$ cat config.mk
export PLATFORM = sky130hd
export DESIGN_NAME = txprot_gate
export DESIGN_NICKNAME = d
export VERILOG_FILES = /design/src/rtl/txprot_pkg.sv /design/src/rtl/txprot_sync.sv /design/src/rtl/txprot_dom_timer.sv /design/src/rtl/txprot_therm_latch.sv /design/src/rtl/txprot_gate.sv
export SDC_FILE = /design/constraint.sdc
export NUM_CORES = 1
export LEC_CHECK = 0
export ABC_AREA = 1
export BUFFER_PORTS_ARGS = -buffer_cell sky130_fd_sc_hd__buf_2
export CAP_MARGIN = 10
export CORE_MARGIN = 1
export CORE_UTILIZATION = 38
export DETAILED_ROUTE_END_ITERATION = 12
export HOLD_SLACK_MARGIN = 0.15
export PLACE_DENSITY_LB_ADDON = 0.12
export SLEW_MARGIN = 20
export SYNTH_ARGS = -nofsm -noshare
export SYNTH_HDL_FRONTEND = slang
export SYNTH_SLANG_ARGS = --single-unit
export TNS_END_PERCENT = 20
$ cat constraint.sdc
create_clock -name clk -period 1.71 [get_ports clk]
set_clock_uncertainty 0.15 [all_clocks]
set_input_delay 0.171 -clock clk [delete_from_list [all_inputs] [get_ports clk]]
set_output_delay 0.171 -clock clk [all_outputs]
set_load 0.1 [all_outputs]
$ cat src/rtl/txprot_pkg.sv
package txprot_pkg;

   // operating mode as seen on standby_in
   typedef enum logic {
      MODE_NORMAL  = 1'b0,
      MODE_STANDBY = 1'b1
   } txprot_mode_e;

   // bundle of asynchronous inputs passed through the synchronizer
   typedef struct packed {
      logic txd;   // 1 = recessive
      logic hot;   // 1 = overtemperature
   } txprot_in_t;

   localparam int unsigned IN_W = $bits(txprot_in_t);

   // synchronizer leaves reset at recessive, not hot
   localparam txprot_in_t IN_RST = '{txd: 1'b1, hot: 1'b0};

endpackage

$ cat src/rtl/txprot_sync.sv
module txprot_sync #(
   parameter int unsigned             W       = 2,
   parameter int unsigned             STAGES  = 2,
   parameter logic        [W-1:0]     RST_VAL = '0
) (
   input  logic         clk,
   input  logic         rst_n,
   input  logic [W-1:0] d,
   output logic [W-1:0] q
);

   if (W == 0) begin : g_bad_w
      $error("txprot_sync: W must be at least 1");
   end

   if (STAGES == 0) begin : g_bypass
      assign q = d;
   end else begin : g_chain
      logic [STAGES-1:0][W-1:0] r;

      always_ff @(posedge clk or negedge rst_n) begin
         if (!rst_n) begin
            r <= {STAGES{RST_VAL}};
         end else begin
            r[0] <= d;
            for (int i = 1; i < STAGES; i++) begin
               r[i] <= r[i-1];
            end
         end
      end

      assign q = r[STAGES-1];
   end

endmodule

$ cat src/rtl/txprot_dom_timer.sv
module txprot_dom_timer #(
   parameter int unsigned TIMEOUT_CYC = 80
) (
   input  logic clk,
   input  logic rst_n,
   input  logic txd_s,     // synchronized level, 1 = recessive
   output logic to_flag,   // time-out has fired
   output logic txd_rise   // 0 -> 1 transition of txd_s this cycle
);

   localparam int unsigned CNT_W   = $clog2(TIMEOUT_CYC + 1);
   localparam logic [CNT_W-1:0] CNT_LAST = CNT_W'(TIMEOUT_CYC - 1);

   logic [CNT_W-1:0] cnt;
   logic             txd_q;

   always_ff @(posedge clk or negedge rst_n) begin
      if (!rst_n) begin
         txd_q <= 1'b1;
      end else begin
         txd_q <= txd_s;
      end
   end

   assign txd_rise = txd_s & ~txd_q;

   // count only while low; any high level restarts and releases
   always_ff @(posedge clk or negedge rst_n) begin
      if (!rst_n) begin
         cnt     <= '0;
         to_flag <= 1'b0;
      end else if (txd_s) begin
         cnt     <= '0;
         to_flag <= 1'b0;
      end else if (!to_flag) begin
         if (cnt == CNT_LAST) begin
            to_flag <= 1'b1;
         end else begin
            cnt <= cnt + 1'b1;
         end
      end
   end

endmodule

$ cat src/rtl/txprot_therm_latch.sv
module txprot_therm_latch (
   input  logic clk,
   input  logic rst_n,
   input  logic hot_s,
   input  logic txd_rise,
   output logic th_flag
);

   // hot wins over a coincident rise, so a rise under heat is ignored
   always_ff @(posedge clk or negedge rst_n) begin
      if (!rst_n) begin
         th_flag <= 1'b0;
      end else if (hot_s) begin
         th_flag <= 1'b1;
      end else if (txd_rise) begin
         th_flag <= 1'b0;
      end
   end

endmodule

$ cat src/rtl/txprot_gate.sv
module txprot_gate
   import txprot_pkg::*;
#(
   parameter int unsigned SYNC_STAGES  = 2,
   parameter int unsigned SLOW_BIT_CYC = 4,   // clock cycles per bit at slowest rate
   parameter int unsigned MAX_DOM_BITS = 17,  // longest legal dominant run in bits
   parameter int unsigned TIMEOUT_CYC  = 80
) (
   input  logic clk,
   input  logic rst_n,
   input  logic txd_pin,
   input  logic txd_present,
   input  logic otemp_in,
   input  logic standby_in,
   output logic tx_en,
   output logic bus_dom
);

   localparam int unsigned LEGAL_RUN_CYC = SLOW_BIT_CYC * MAX_DOM_BITS;

   if (TIMEOUT_CYC <= LEGAL_RUN_CYC) begin : g_bad_timeout
      $error("txprot_gate: TIMEOUT_CYC must exceed the longest legal dominant run");
   end
   if (TIMEOUT_CYC < 2) begin : g_bad_min
      $error("txprot_gate: TIMEOUT_CYC must be at least 2");
   end

   txprot_in_t   raw;
   txprot_in_t   syn;
   txprot_mode_e mode;
   logic         txd_s;
   logic         otemp_s;
   logic         to_flag;
   logic         th_flag;
   logic         txd_rise;

   // a missing pin reads as recessive
   assign raw.txd = txd_present ? txd_pin : 1'b1;
   assign raw.hot = otemp_in;

   txprot_sync #(
      .W       (IN_W),
      .STAGES  (SYNC_STAGES),
      .RST_VAL (IN_RST)
   ) u_sync (
      .clk   (clk),
      .rst_n (rst_n),
      .d     (raw),
      .q     (syn)
   );

   assign txd_s   = syn.txd;
   assign otemp_s = syn.hot;

   txprot_dom_timer #(
      .TIMEOUT_CYC (TIMEOUT_CYC)
   ) u_timer (
      .clk      (clk),
      .rst_n    (rst_n),
      .txd_s    (txd_s),
      .to_flag  (to_flag),
      .txd_rise (txd_rise)
   );

   txprot_therm_latch u_therm (
      .clk      (clk),
      .rst_n    (rst_n),
      .hot_s    (otemp_s),
      .txd_rise (txd_rise),
      .th_flag  (th_flag)
   );

   assign mode    = txprot_mode_e'(standby_in);
   assign tx_en   = (mode == MODE_NORMAL) & ~to_flag & ~th_flag;
   assign bus_dom = tx_en & ~txd_s;

endmodule

==> impl_results.html <==
<table>
<tr><th>Metric</th><th>Value</th></tr>
<tr><th colspan="2">Synthesis</th></tr>
<tr><td>Flops &amp; latches, synth</td><td>14</td></tr>
<tr><td>Fraction of the mapped netlist area in simple logic gates</td><td>30.7%</td></tr>
<tr><td>Largest family of logic cells by synthesized area</td><td>simple AND/OR/NAND/NOR gates</td></tr>
<tr><td>Post-synthesis adder-cell area fraction</td><td>1.86%</td></tr>
<tr><td>Count of mapped cells out of synthesis</td><td>79</td></tr>
<tr><td>Area share of xor/xnor cells in the synthesized design</td><td>1.30%</td></tr>
<tr><td>Net count after synthesis</td><td>86</td></tr>
<tr><td>Leading area contributor after synthesis</td><td>sky130_fd_sc_hd__dfrtp_1</td></tr>
<tr><td>Compound-cell area share of the yosys netlist</td><td>7.08%</td></tr>
<tr><td>Post-synthesis average cell area</td><td>8.50 um^2</td></tr>
<tr><td>Ranking of synthesized cells by area</td><td>sky130_fd_sc_hd__dfrtp_1 (41%), sky130_fd_sc_hd__dfstp_2 (12%), sky130_fd_sc_hd__nand2_1 (11%)</td></tr>
<tr><td>Synth Cell Area</td><td>672 um^2</td></tr>
<tr><td>Synth Warn #</td><td>0</td></tr>
<tr><td>Sequential area share after synthesis</td><td>52.7%</td></tr>
<tr><td>Share of synthesized area spent on multiplexers</td><td>0%</td></tr>
<tr><td>Portion of synthesized cell area occupied by the leading cell type</td><td>41.0%</td></tr>
<tr><td>Synth cell types</td><td>17</td></tr>
<tr><th colspan="2">STA</th></tr>
<tr><td>Sum of negative setup slack</td><td>0 ns</td></tr>
<tr><td>Maximum clock frequency</td><td>0.632 GHz</td></tr>
<tr><td>Relative max-transition margin</td><td>78.8%</td></tr>
<tr><td>Slew of the pin with the lowest slew margin</td><td>0.317 ns</td></tr>
<tr><td>Endpoints failing setup</td><td>0</td></tr>
<tr><td>Number of endpoints with negative hold slack in the final report</td><td>0</td></tr>
<tr><td>Setup repair after global routing missed its margin</td><td>false</td></tr>
<tr><td>Final worst-path cycle share</td><td>92.5%</td></tr>
<tr><td>Final worst path period need</td><td>1.58 ns</td></tr>
<tr><td>Worst Hold Slack</td><td>0.153 ns</td></tr>
<tr><td>Fin. max-slew vios</td><td>0</td></tr>
<tr><th colspan="2">Global routing</th></tr>
<tr><td>Met3 capacity usage during global routing</td><td>2.86%</td></tr>
<tr><td>Final global-route overflow total</td><td>0</td></tr>
<tr><td>Maximum number of pins on one net before global-route repair</td><td>15</td></tr>
<tr><td>Grt peak-use layer</td><td>met2</td></tr>
<tr><td>Wire length of the first global-routing pass</td><td>2.33 mm</td></tr>
<tr><td>GR met2 Demand/Resource</td><td>28.5%</td></tr>
<tr><td>Via count of the first global-routing pass</td><td>548</td></tr>
<tr><td>Initial antenna violation count</td><td>0</td></tr>
<tr><td>Overall Global Routing Usage</td><td>17.1%</td></tr>
<tr><td>Met1 demand-to-capacity share in global routing</td><td>19.4%</td></tr>
<tr><th colspan="2">Worst hold path</th></tr>
<tr><td>Hold Crit Class</td><td>in -&gt; async</td></tr>
<tr><th colspan="2">Detailed routing</th></tr>
<tr><td>Vias per inst</td><td>5.10</td></tr>
<tr><td>Post-detailed-route DRC marker count</td><td>1</td></tr>
<tr><td>Post-DRT Antenna Nets</td><td>0</td></tr>
<tr><td>Wirelength, routed</td><td>1.29 mm</td></tr>
<tr><td>Final routed wire length divided by cell count</td><td>11.7 um</td></tr>
<tr><td>Initial drt markers</td><td>3</td></tr>
<tr><td>Overall via count from detail_route</td><td>561</td></tr>
<tr><td>Number of iterations in the first detailed-routing pass</td><td>8</td></tr>
<tr><th colspan="2">Setup path</th></tr>
<tr><td>Capturing element type of the critical path</td><td>output pin</td></tr>
<tr><td>Worst Setup Start Kind</td><td>register</td></tr>
<tr><td>Worst endpoint required time</td><td>1.39 ns</td></tr>
<tr><td>Largest fanout on the critical path</td><td>5</td></tr>
<tr><td>Worst Reg-to-Reg Cells</td><td>6</td></tr>
<tr><td>Worst Setup Path Type</td><td>reg -&gt; out</td></tr>
<tr><td>Signal arrival time at the worst endpoint</td><td>1.26 ns</td></tr>
<tr><th colspan="2">Floorplanning</th></tr>
<tr><td>Effective utilization at floorplan</td><td>42.6%</td></tr>
<tr><td>Horizontal extent of the die</td><td>44.1 um</td></tr>
<tr><td>Chip Height</td><td>44.1 um</td></tr>
<tr><td>Number of placement rows</td><td>14</td></tr>
<tr><td>Io pins</td><td>8</td></tr>
<tr><td>Placeable Area</td><td>1580 um^2</td></tr>
<tr><td>Full die area</td><td>1940 um^2</td></tr>
<tr><th colspan="2">Placement</th></tr>
<tr><td>Number of placed cells counting well taps</td><td>102</td></tr>
<tr><td>PortBufs</td><td>7</td></tr>
<tr><td>Final weighted congestion of routability-driven global placement</td><td>0.809</td></tr>
<tr><td>Estimated wirelength of the detail-placed design</td><td>911 um</td></tr>
<tr><th colspan="2">Outcome</th></tr>
<tr><td>Outcome</td><td>finished with violations</td></tr>
<tr><td>Violated checks</td><td>design-rule violations</td></tr>
<tr><th colspan="2">Layout</th></tr>
<tr><td>Final cell count without fillers</td><td>110</td></tr>
<tr><td>Final net count</td><td>102</td></tr>
<tr><td>Fraction of final layout cells sized beyond drive strength 1</td><td>24.5%</td></tr>
<tr><td>Number of antenna repair diodes</td><td>0</td></tr>
<tr><td>Layout fillers</td><td>157</td></tr>
<tr><td>Final core occ</td><td>53.7%</td></tr>
<tr><td>Growth of design area from synthesis to finish</td><td>26.1%</td></tr>
<tr><th colspan="2">Run</th></tr>
<tr><td>Max-cap viol count</td><td>0</td></tr>
<tr><th colspan="2">Pwr</th></tr>
<tr><td>Leakage power figure</td><td>0.396 nW</td></tr>
<tr><td>Max VDD drop</td><td>390 uV</td></tr>
<tr><td>Pwr dens</td><td>757 nW/um^2</td></tr>
<tr><th colspan="2">Clock tree</th></tr>
<tr><td>Level count of the clock H-tree</td><td>1</td></tr>
<tr><td>Clock latency at the later pin of the worst-skew pair</td><td>0.28 ns</td></tr>
<tr><td>Clock tree from TritonCTS</td><td>built</td></tr>
<tr><td>Clock transition at path regs</td><td>0.09 ns</td></tr>
<tr><td>Setup bufs post-CTS</td><td>0</td></tr>
<tr><td>TritonCTS sink count</td><td>14</td></tr>
<tr><td>Maximum count of clock buffers along a single path</td><td>2</td></tr>
<tr><td>CTS Buf Count</td><td>3</td></tr>
<tr><td>CTS Root Buffer Type</td><td>sky130_fd_sc_hd__clkbuf_4</td></tr>
</table>
==> cell families (layout without fill, tap and decap cells) <==
family / count (synthesis) / in the layout
fa+ha+maj: 1 / 1
simple gates: 45 / 45
buf+inv: 11 / 26
flops: 14 / 14
compound gates: 7 / 7
xor+xnor: 1 / 1
==> final timing paths <==
check	start	to	slack, ns
max	u_timer.to_flag$_DFF_PN0_	bus_dom	0.13
min	rst_n	u_timer.cnt[1]$_DFFE_PN0P_	0.15
max in group asynchronous	rst_n	u_sync.g_chain.r[1]$_DFF_PN1_	0.97
max reg2reg	u_timer.cnt[0]$_DFFE_PN0P_	u_timer.cnt[0]$_DFFE_PN0P_	0.32
min reg2reg	u_sync.g_chain.r[0]$_DFF_PN0_	u_sync.q[0]$_DFF_PN0_	0.21
min in group clk	u_sync.g_chain.r[0]$_DFF_PN0_	u_sync.q[0]$_DFF_PN0_	0.21
==> report_power, final <==
part / switching [W] / internal [W] / leakage [nW]
Sequential: 0.00000828 / 0.000343 / 0.175
Combinational: 0.0000298 / 0.0000181 / 0.199
Clock: 0.000112 / 0.000130 / 0.0210
==> layout make-up <==
type | instances | area, um^2 | area share [%]
Inverter | 11 | 42.5 | 5.02
Timing Repair Buffer | 11 | 92.6 | 10.9
Sequential cell | 14 | 354 | 41.8
Tap cell | 16 | 20.0 | 2.36
Multi-Input combinational cell | 54 | 302 | 35.6
Clock buffer | 4 | 36.3 | 4.28
==> synth_stat cells (all sizes together) <==
| cell type | n |
|---|---|
| clkinv | 1 |
| dfrtp | 11 |
| dfstp | 3 |
| ha | 1 |
| inv | 10 |
| nand2 | 20 |
| nand3 | 13 |
| nor2 | 10 |
| nor3 | 1 |
| nor4 | 1 |
| o21ai | 5 |
| o21bai | 2 |
| xor2 | 1 |
==> critical path, stage by stage (launching register included) <==
cell and delay [ns]:
sky130_fd_sc_hd__dfrtp_1 0.47, sky130_fd_sc_hd__nor4_4 0.29, sky130_fd_sc_hd__buf_12 0.21
==> state kept, by name, indices dropped and copies added (netlist names) <==
signal,count
u_timer.to_flag,1
u_therm.th_flag,1
u_timer.txd_q,1
u_sync.g_chain.r,2
u_timer.cnt,7
u_sync.q,2
==> per-layer routing <==
| metal | routed length, um | share of wire, % |
|---|---|---|
| met1 | 591 | 46 |
| met2 | 614 | 48 |
| met3 | 46 | 3.6 |
| met4 | 38 | 2.9 |
| met5 | 0 | 0 |
==> what timing repair did <==
item,CTS,global route
endpoints found under the hold margin,16,0
hold buffers,4,0
resized for setup,1,0
setup endpoints to repair,1,0
==> through the flow <==
stage | power, W | instance area [um^2] | setup WS [ns]
after floorplan | 0.000379 | 698 | -0.115
after global placement | 0.000398 | 768 | 0.331
after detailed placement | 0.000399 | 768 | 0.318
after CTS | 0.000649 | 847 | 0.111
after global routing | 0.000674 | 847 | 0.0810
final | 0.000641 | 847 | 0.127
==> layout by cell type (no fill, tap or decap), types with 2 or more instances in the layout <==
cell type                       count
sky130_fd_sc_hd__nand2_1           19
sky130_fd_sc_hd__nand3_2            2
sky130_fd_sc_hd__o21ai_0            3
sky130_fd_sc_hd__nor2_1            10
sky130_fd_sc_hd__nand3_1           11
sky130_fd_sc_hd__dlygate4sd3_1      4
sky130_fd_sc_hd__o21ai_2            2
sky130_fd_sc_hd__dfstp_2            3
sky130_fd_sc_hd__dfrtp_1           11
sky130_fd_sc_hd__o21bai_1           2
sky130_fd_sc_hd__buf_2              5
sky130_fd_sc_hd__clkbuf_4           3
sky130_fd_sc_hd__inv_1              9
Power figures use the tool's default switching activity.
